File: src/rtl/rct_pkg.sv
package rct_pkg;
  localparam int DATA_W  = 8;
  localparam int ADDR_W  = 2;
  localparam int CKS_W   = 3;
  localparam int NUM_DIV = (1 << CKS_W) - 1;
  localparam int PRE_W   = 12;

  localparam int FLAG_BIT = 7;
  localparam int IE_BIT   = 6;
  localparam int CKS_LSB  = 3;

  typedef enum logic [ADDR_W-1:0] {
    REG_CSR = 2'd0,
    REG_CNT = 2'd1,
    REG_CMP = 2'd2
  } reg_sel_e;

  // log2 of the divide ratio for select code 1..7
  function automatic int div_shift(input int code);
    if (code <= 0)           return 0;
    else if (code >= NUM_DIV) return PRE_W;
    else                      return 2 * code - 1;
  endfunction
endpackage

File: src/rtl/rct_prescaler.sv
module rct_prescaler
  import rct_pkg::*;
#(
  parameter int SEL_W = CKS_W,
  parameter int DIVW  = PRE_W
) (
  input  logic             clk,
  input  logic             rst,
  input  logic [SEL_W-1:0] sel,
  output logic             tick
);
  localparam int NOPT = (1 << SEL_W) - 1;

  logic [DIVW-1:0] pre_q;
  logic [NOPT:0]   opt_tick;

  always_ff @(posedge clk) begin
    if (rst) pre_q <= '0;
    else     pre_q <= pre_q + 1'b1;
  end

  assign opt_tick[0] = 1'b0;

  generate
    for (genvar gi = 1; gi <= NOPT; gi++) begin : g_opt
      localparam int SH = div_shift(gi);
      assign opt_tick[gi] = &pre_q[SH-1:0];
    end
  endgenerate

  assign tick = opt_tick[sel];
endmodule

File: src/rtl/rct_counter.sv
module rct_counter #(
  parameter int W = 8
) (
  input  logic         clk,
  input  logic         rst,
  input  logic         tick,
  input  logic         load,
  input  logic [W-1:0] load_val,
  input  logic [W-1:0] limit,
  output logic [W-1:0] value,
  output logic         match
);
  logic at_limit;

  assign at_limit = (value == limit);
  assign match    = tick & ~load & at_limit;

  always_ff @(posedge clk) begin
    if (rst)            value <= '0;
    else if (load)      value <= load_val;
    else if (tick) begin
      if (at_limit)     value <= '0;
      else              value <= value + 1'b1;
    end
  end
endmodule

File: src/rtl/rct_regs.sv
module rct_regs
  import rct_pkg::*;
#(
  parameter int DW = DATA_W,
  parameter int AW = ADDR_W,
  parameter int SW = CKS_W
) (
  input  logic          clk,
  input  logic          rst,
  input  logic [AW-1:0] host_addr,
  input  logic          host_wr,
  input  logic          host_rd,
  input  logic [DW-1:0] host_wdata,
  input  logic          mode_psram,
  input  logic          mode_dram,
  input  logic [DW-1:0] cnt,
  input  logic          match,
  output logic [SW-1:0] cks,
  output logic [DW-1:0] cmp,
  output logic          cnt_wr,
  output logic          flag,
  output logic          ie_eff,
  output logic [DW-1:0] rdata,
  output logic          irq,
  output logic          rfsh_req
);
  logic          locked;
  logic          csr_wr, csr_rd, cmp_wr;
  logic          ie_q, armed_q;
  logic [DW-1:0] csr_val, rd_mux;

  assign locked = mode_psram | mode_dram;
  assign csr_wr = host_wr && (host_addr == REG_CSR);
  assign csr_rd = host_rd && (host_addr == REG_CSR);
  assign cmp_wr = host_wr && (host_addr == REG_CMP);
  assign cnt_wr = host_wr && (host_addr == REG_CNT);

  assign ie_eff = ie_q & ~locked;
  assign irq    = flag & ie_eff;

  always_comb begin
    csr_val                   = '1;
    csr_val[FLAG_BIT]         = flag;
    csr_val[IE_BIT]           = ie_eff;
    csr_val[CKS_LSB +: SW]    = cks;
  end

  always_comb begin
    case (host_addr)
      REG_CSR: rd_mux = csr_val;
      REG_CNT: rd_mux = cnt;
      REG_CMP: rd_mux = cmp;
      default: rd_mux = '0;
    endcase
  end

  always_ff @(posedge clk) begin
    if (rst) begin
      flag     <= 1'b0;
      armed_q  <= 1'b0;
      ie_q     <= 1'b0;
      cks      <= '0;
      cmp      <= '1;
      rdata    <= '0;
      rfsh_req <= 1'b0;
    end else begin
      rfsh_req <= match;

      if (match)
        flag <= 1'b1;
      else if (csr_wr && armed_q && !host_wdata[FLAG_BIT])
        flag <= 1'b0;

      if (csr_wr)      armed_q <= 1'b0;
      else if (csr_rd) armed_q <= flag;

      if (locked)      ie_q <= 1'b0;
      else if (csr_wr) ie_q <= host_wdata[IE_BIT];

      if (csr_wr && !locked) cks <= host_wdata[CKS_LSB +: SW];

      if (cmp_wr) cmp <= host_wdata;

      if (host_rd) rdata <= rd_mux;
    end
  end
endmodule

File: src/rtl/rfsh_cmp_timer.sv
module rfsh_cmp_timer
  import rct_pkg::*;
(
  input  logic              clk,
  input  logic              rst,
  input  logic [ADDR_W-1:0] host_addr,
  input  logic              host_wr,
  input  logic              host_rd,
  input  logic [DATA_W-1:0] host_wdata,
  output logic [DATA_W-1:0] host_rdata,
  input  logic              mode_psram,
  input  logic              mode_dram,
  output logic              irq,
  output logic              rfsh_req
);
  logic [CKS_W-1:0]  cks;
  logic [DATA_W-1:0] cmp_val;
  logic [DATA_W-1:0] cnt;
  logic              cnt_wr, tick, match, flag, ie_eff;

  rct_prescaler #(.SEL_W(CKS_W), .DIVW(PRE_W)) u_pre (
    .clk  (clk),
    .rst  (rst),
    .sel  (cks),
    .tick (tick)
  );

  rct_counter #(.W(DATA_W)) u_cnt (
    .clk      (clk),
    .rst      (rst),
    .tick     (tick),
    .load     (cnt_wr),
    .load_val (host_wdata),
    .limit    (cmp_val),
    .value    (cnt),
    .match    (match)
  );

  rct_regs #(.DW(DATA_W), .AW(ADDR_W), .SW(CKS_W)) u_regs (
    .clk        (clk),
    .rst        (rst),
    .host_addr  (host_addr),
    .host_wr    (host_wr),
    .host_rd    (host_rd),
    .host_wdata (host_wdata),
    .mode_psram (mode_psram),
    .mode_dram  (mode_dram),
    .cnt        (cnt),
    .match      (match),
    .cks        (cks),
    .cmp        (cmp_val),
    .cnt_wr     (cnt_wr),
    .flag       (flag),
    .ie_eff     (ie_eff),
    .rdata      (host_rdata),
    .irq        (irq),
    .rfsh_req   (rfsh_req)
  );
endmodule

File: config.mk
export PLATFORM = sky130hd
export DESIGN_NAME = rfsh_cmp_timer
export DESIGN_NICKNAME = d
export VERILOG_FILES = /design/src/rtl/rct_pkg.sv /design/src/rtl/rct_prescaler.sv /design/src/rtl/rct_counter.sv /design/src/rtl/rct_regs.sv /design/src/rtl/rfsh_cmp_timer.sv
export SDC_FILE = /design/constraint.sdc
export NUM_CORES = 1
export LEC_CHECK = 0
export BUFFER_PORTS_ARGS = -buffer_cell sky130_fd_sc_hd__buf_2
export CORE_ASPECT_RATIO = 0.9
export CORE_UTILIZATION = 45
export CTS_CLUSTER_DIAMETER = 60
export CTS_CLUSTER_SIZE = 10
export DETAILED_ROUTE_END_ITERATION = 10
export GPL_TIMING_DRIVEN = 0
export HOLD_SLACK_MARGIN = 0.05
export MAX_ROUTING_LAYER = met4
export PLACE_DENSITY = 0.67
export SLEW_MARGIN = 20
export SYNTH_ARGS = -nofsm -noshare
export SYNTH_HDL_FRONTEND = slang
export SYNTH_SLANG_ARGS = --single-unit
File: constraint.sdc
create_clock -name clk -period 2.65 [get_ports clk]
set_input_delay 0 -clock clk [delete_from_list [all_inputs] [get_ports clk]]
set_output_delay 0 -clock clk [all_outputs]
set_load 0.05 [all_outputs]
Word level (Yosys, flattened, before mapping) --
Cells that the tools add are included.
Storage, ports and cells: output and inout port bits 10, register bits 43, input bits 16, logic and storage cells 50
Operators by class: $lt $le $gt $ge 1, add/subtract/negate cells 2, multiplexer cells 8, equality and inequality tests 3, bitwise gates (word level) 7, reduce and logical (&&, ||, !) cells 20
Operators with widths (number):
- $mux 8 | 3
- $pmux 8 s3 | 1
- $add 12x1->12 const B | 1
- $reduce_and 12->1 | 1
- $reduce_and 11->1 | 1
- $reduce_and 9->1 | 1
- $add 8x1->8 const B | 1
- $eq 8x8->1 | 1
- $logic_and 1x1->1 | 7
- $reduce_and 7->1 | 1
- $reduce_and 5->1 | 1
- $and 1x1->1 | 4
- $lt 3x4->1 const B | 1
- $reduce_bool 2->1 | 2
- $reduce_or 2->1 | 2
- $bmux 1 s3 | 1
- $mux 1 | 3
- $reduce_and 3->1 | 1
- $eq 2x1->1 const B | 1
- $eq 2x2->1 const B | 1
- $logic_not 1->1 | 2
- $logic_not 2->1 | 1
- $not 1->1 | 2
- $or 1x1->1 | 1

Longest topological paths before layout --
word-level depth 6, gate-level depth with buffers 9, depth with buffers taken out 9

Modules after synthesis --
Synthesis repeated with hierarchy kept, for this count alone.
Second synthesis, totals: cell total of the unflattened synthesis 249, area, all modules 2132.0 um^2
Modules (own cells, without submodules):
- rct_regs | seq. area each 460.4 um^2, cells each 121, times used 1, area each 1027.2 um^2
- rct_prescaler | seq. area each 240.2 um^2, cells each 63, times used 1, area each 561.8 um^2
- rct_counter | seq. area each 160.2 um^2, cells each 65, times used 1, area each 543.0 um^2

Worst setup path after synthesis --
OpenSTA, ideal clock, no wires.
path type register to register, from register u_pre.pre_q[0], to register u_regs.flag, arrival 1895 ps, stages on the path, launching flop included 10, path buffers 0, setup time 116 ps, required time 2534 ps, slack 639 ps, period minus slack after synthesis 2011 ps, path through dfxtp_1 ha_1 nand3_1 inv_2 ha_1 mux2_4 a221o_1 o21ai_2 nor3_2 a31o_1
Between the ends: longest elaborated chain between the ends 6, elaborated cells on any way between the ends 12, classes of those cells mux (3); bitwise (2); reduce/logical (7)
RTL lines:
- start: declaration | RTL line rct_prescaler.sv:14 | logic [DIVW-1:0] pre_q;
- start signal: assignment | RTL line rct_prescaler.sv:19 | else pre_q <= pre_q + 1'b1;
- $reduce_and 12->1, or another cell as far along | RTL line rct_prescaler.sv:27 | assign opt_tick[gi] = &pre_q[SH-1:0];
- $bmux 1 s3 * | RTL line rct_prescaler.sv:31 | assign tick = opt_tick[sel];
- $mux 1 (not written as such) * | RTL line rct_prescaler.sv:31
- $and 1x1->1 * (2 in series) | RTL line rct_counter.sv:16 | assign match = tick & ~load & at_limit;
- $mux 1 / $reduce_bool 2->1 (equally long branches)
- end signal: assignment | RTL line rct_regs.sv:59 | flag <= 1'b0;
- end signal: assignment | RTL line rct_regs.sv:70 | flag <= 1'b1;
- end signal: assignment | RTL line rct_regs.sv:72 | flag <= 1'b0;
- end: declaration | RTL line rct_regs.sv:21 | output logic flag,
Every way passes the cells marked *; elsewhere a longest branch is shown, timed or not. The select of a mux whose other input is x is not followed. A chain may end at the register's enable or synchronous reset.

Worst setup path in the final report --
Same ends and word-level chain as after synthesis.

==> metrics.md <==
| Metric | Value |
|---|---|
| Vias | 1,918 |
| Synth cell types | 41 |
| Ant diodes | 0 |
| Mapped Cells | 255 |
| HP Class | in2reg |
| Compound-cell area share of the yosys netlist | between 10% and 20% |
| CTS Buffer Depth | 2 |
| Clock Skew | between 0.007 and 0.008 ns |
| CTS Sinks | 43 |
| Data required time of the worst path | 2.85 ns |
| Pin count of the biggest net entering global routing | 14 |
| DIE WIDTH | 74.6 microns |
| Status | finished, final reports clean |
| Iteration-0 DRC Markers | between 100 and 150 |
| Worst path max stage delay | around 0.38 ns |
| Fmax | 0.445 GHz |
| # DRC | 0 |
| Starting Density | 47.5% |
| GR Util met3 | 5.67% |
| Crit end category | flip-flop |
| Leak Pwr | 1.02 nW |
| Met2 Resource Use GR | 30.5% |
| Cell area power density | 510 nW/um^2 |
| Hold Crit Depth | 2 |
| Crit path arrival time | 2.45 ns |
| Syn nets | 276 |
| Final Setup Violations | 0 |
| RR Endpoint | u_regs.flag |
| Multiplexer share of the synthesized area | 4.46% |
| Fraction of layout cells with a size suffix above 1 | 13.9% |
| Total track usage | a little under a quarter |
| Routing usage on met1 | 33.5% |
| Post-Route WL | around 5000 microns |
| Root buf cell | clkbuf_8 |
| Share of the yosys chip area belonging to registers | between 40% and 50% |
| Crit share post-route | 84.7% |
| Clk slew on worst S/H paths | 0.08 ns |
| Minimum clock period | approximately 2.2 ns |
| GPL Wtd Cong | 0.815 |
| Initial antenna violation count | 0 |
| FP Rows | 23 |
| Worst slew pin tran | 0.526 ns |
| Synth Area in Adders | 2.93% |
| Unrepaired setup endpoints after global routing | false |
| Nets | 316 |
| CP Class | reg2reg |
| First-pass GRT wire length | roughly 8300 microns |
| Mean Syn Cell Area | 8.36 sq um |
| Slew HR | 64.7% |
| Largest family of logic cells by synthesized area | simple AND/OR/NAND/NOR gates |
| Core area | ~4500 sq um |
| Most used cell along the critical path | ha_1 |
| Drt first pass iters | 5 |
| Grt total ovfl | 0 |
| Final HPWL DP | about 3600 microns |
| Max-slew violation count | 0 |
| CTS tree | done |
| Final Hold Fails | 0 |
| Setup slack, reg-to-reg | around 0.4 ns |
| Top Usage Layer GRT | met1 |
| Slowest-stage cell, CP | a221o_1 |
| Area Growth Syn to Fin | 17.7% |
| Setup TNS | 0 ns |
| Cell family with most CP delay | compound AO/OA/AOI/OAI gates |
| Worst Reg-to-Reg Cells | 9 |
| Fillers | 411 |
| Detailed-route wire length per cell | 14.0 microns |
| Hold Path Sink | u_pre.pre_q[1] |
| Most frequent cells in the layout | dfxtp_1 (43), nor2_1 (29), nand2_1 (27), nand3_1 (24), buf_2 (24) |
| Synth Warn # | 0 |
| Maximum VDD drop | 0.252 mV |
| H-tree levels | 2 |
| Clk Latency, worst-skew pair | 0.30 ns |
| Hold Crit Start | rst |
| Cell Area, Synth | around 2100 sq um |
| Antenna Nets Post-Route | 0 |
| Max FO, Critical Path | 9 |
| Reg2reg start | u_pre.pre_q[0] |
| CP cell instances | ha_1 -> nand3_1 -> inv_2 -> ha_1 -> mux2_4 -> a221o_1 -> o21ai_2 -> nor3_2 -> a31o_1 |
| Simple-gate share of the synthesized area | 27.9% |
| Startpoint class of the critical path | flip-flop |
| Die Footprint | 5020 sq um |
| Commonest non-fill, non-tap cell in the layout | dfxtp_1 |
| Port bufs | 23 |
| CP bufs+invs | 1 |
| Placed cells | 340 |
| Cell Count, Final, Fillers Out | 358 |
| Vias in the first global route | about 1,700 |
| Post-cts resize count | 0 |
| Seq cells post-synth | 43 |
| Die Ht | 67.3 microns |
| Synth Area in XOR/XNOR | 6.16% |
| I/O pin cnt | 26 |
| CTS buffer count | 5 |
| Via density | 5.36 |
| Max Cap Violations | 0 |
[cell families after synthesis]
logic type      after synthesis
simple gates                114
compound gates               53
flops                        43
buf+inv                      16
xor+xnor                     15
mux                           9
fa+ha+maj                     5
[cell usage after synthesis]
| master | number | area [sq um] |
|---|---|---|
| a2111oi_2 | 1 | 15.0 |
| a211oi_1 | 4 | 30.0 |
| a21boi_0 | 2 | 15.0 |
| a21boi_2 | 1 | 11.3 |
| a21oi_1 | 13 | 65.1 |
| a221o_1 | 1 | 10.0 |
| a31o_1 | 1 | 8.76 |
| a31oi_1 | 8 | 50.1 |
| and2_1 | 1 | 6.26 |
| and3_1 | 2 | 12.5 |
| and4_1 | 1 | 8.76 |
| buf_1 | 1 | 3.75 |
| buf_2 | 1 | 5.00 |
| clkbuf_1 | 8 | 30.0 |
| dfxtp_1 | 43 | 861 |
| ha_1 | 5 | 62.6 |
| inv_1 | 5 | 18.8 |
| inv_2 | 1 | 3.75 |
| mux2_4 | 1 | 15.0 |
| mux2i_1 | 8 | 80.1 |
| nand2_1 | 27 | 101 |
| nand2_4 | 1 | 11.3 |
| nand2b_1 | 7 | 43.8 |
| nand3_1 | 24 | 120 |
| nand3b_1 | 2 | 15.0 |
| nand4_1 | 2 | 12.5 |
| nand4b_1 | 4 | 35.0 |
| nor2_1 | 29 | 109 |
| nor2b_1 | 6 | 37.5 |
| nor3_1 | 3 | 15.0 |
| nor3_2 | 1 | 10.0 |
| nor4_1 | 1 | 6.26 |
| nor4_4 | 2 | 42.5 |
| nor4b_1 | 1 | 8.76 |
| o211ai_1 | 1 | 7.51 |
| o21a_2 | 1 | 8.76 |
| o21ai_0 | 9 | 45.0 |
| o21ai_1 | 10 | 50.1 |
| o21ai_2 | 1 | 8.76 |
| xnor2_1 | 4 | 35.0 |
| xor2_1 | 11 | 96.3 |
[through the flow]
stage | hold WS (ns) | utilization [%] | total power [W] | area, sq um | setup WS (ns)
after floorplan | 0.0781 | - | 0.000820 | 2130 | 0.639
after global placement | 0.204 | 51.8 | 0.000868 | 2320 | 0.412
after detailed placement | 0.207 | 51.8 | 0.000871 | 2320 | 0.422
after CTS | 0.0643 | 55.9 | 0.00128 | 2510 | 0.401
after global routing | 0.104 | 55.9 | 0.00134 | 2510 | 0.228
final | 0.0605 | 55.9 | 0.00128 | 2510 | 0.405
[worst max path at each step]
| stage | startpoint | end | slack (ns) | cells after the start |
|---|---|---|---|---|
| after detailed placement | u_pre.pre_q[0] | u_regs.flag | 0.42 | 9 |
| after floorplan | u_pre.pre_q[0] | u_regs.flag | 0.64 | 9 |
| after global routing | u_pre.pre_q[0] | u_cnt.value[4] | 0.23 | 9 |
| after global placement | u_pre.pre_q[0] | u_regs.flag | 0.41 | 9 |
| after CTS | u_pre.pre_q[0] | u_regs.flag | 0.40 | 9 |
| final | u_pre.pre_q[0] | u_regs.flag | 0.40 | 9 |
[routing by layer]
layer | vias to the layer above | share of wire [%]
met1 | 873 | 52
met5 | - | 0
met2 | 64 | 40
li1 | 976 | -
met3 | 5 | 6.0
met4 | 0 | 1.2
[what timing repair did]
action                    CTS  global route
buffers inserted            0             0
hold buffers               10             0
hold endpoints to repair   13             0
[power by group]
part           switching (W)  leakage [nW]  internal (W)
registers          0.0000252         0.351      0.000671
clock network       0.000228        0.0412      0.000184
logic               0.000108         0.628     0.0000625
total               0.000361          1.02      0.000918
[layout make-up]
cell class                 instances  area [sq um]  area share (%)
buffer                            10          38.8            1.55
clock buffer                       6          72.6            2.89
clock inverter                     2          12.5           0.499
inverter                           6          22.5           0.897
multi-input combinational        196          1210            48.2
sequential                        43           861            34.3
tap                               62          77.6            3.09
timing repair buffer              33           215            8.57
[state kept, by name (all words and copies together) (netlist names)]
signal	cells
u_pre.pre_q	12
u_cnt.value	8
u_regs.cmp	8
u_regs.rdata	8
u_regs.cks	3
u_regs.armed_q	1
u_regs.flag	1
u_regs.ie_q	1
u_regs.rfsh_req	1
No activity file was read; power rests on OpenSTA's default activity.
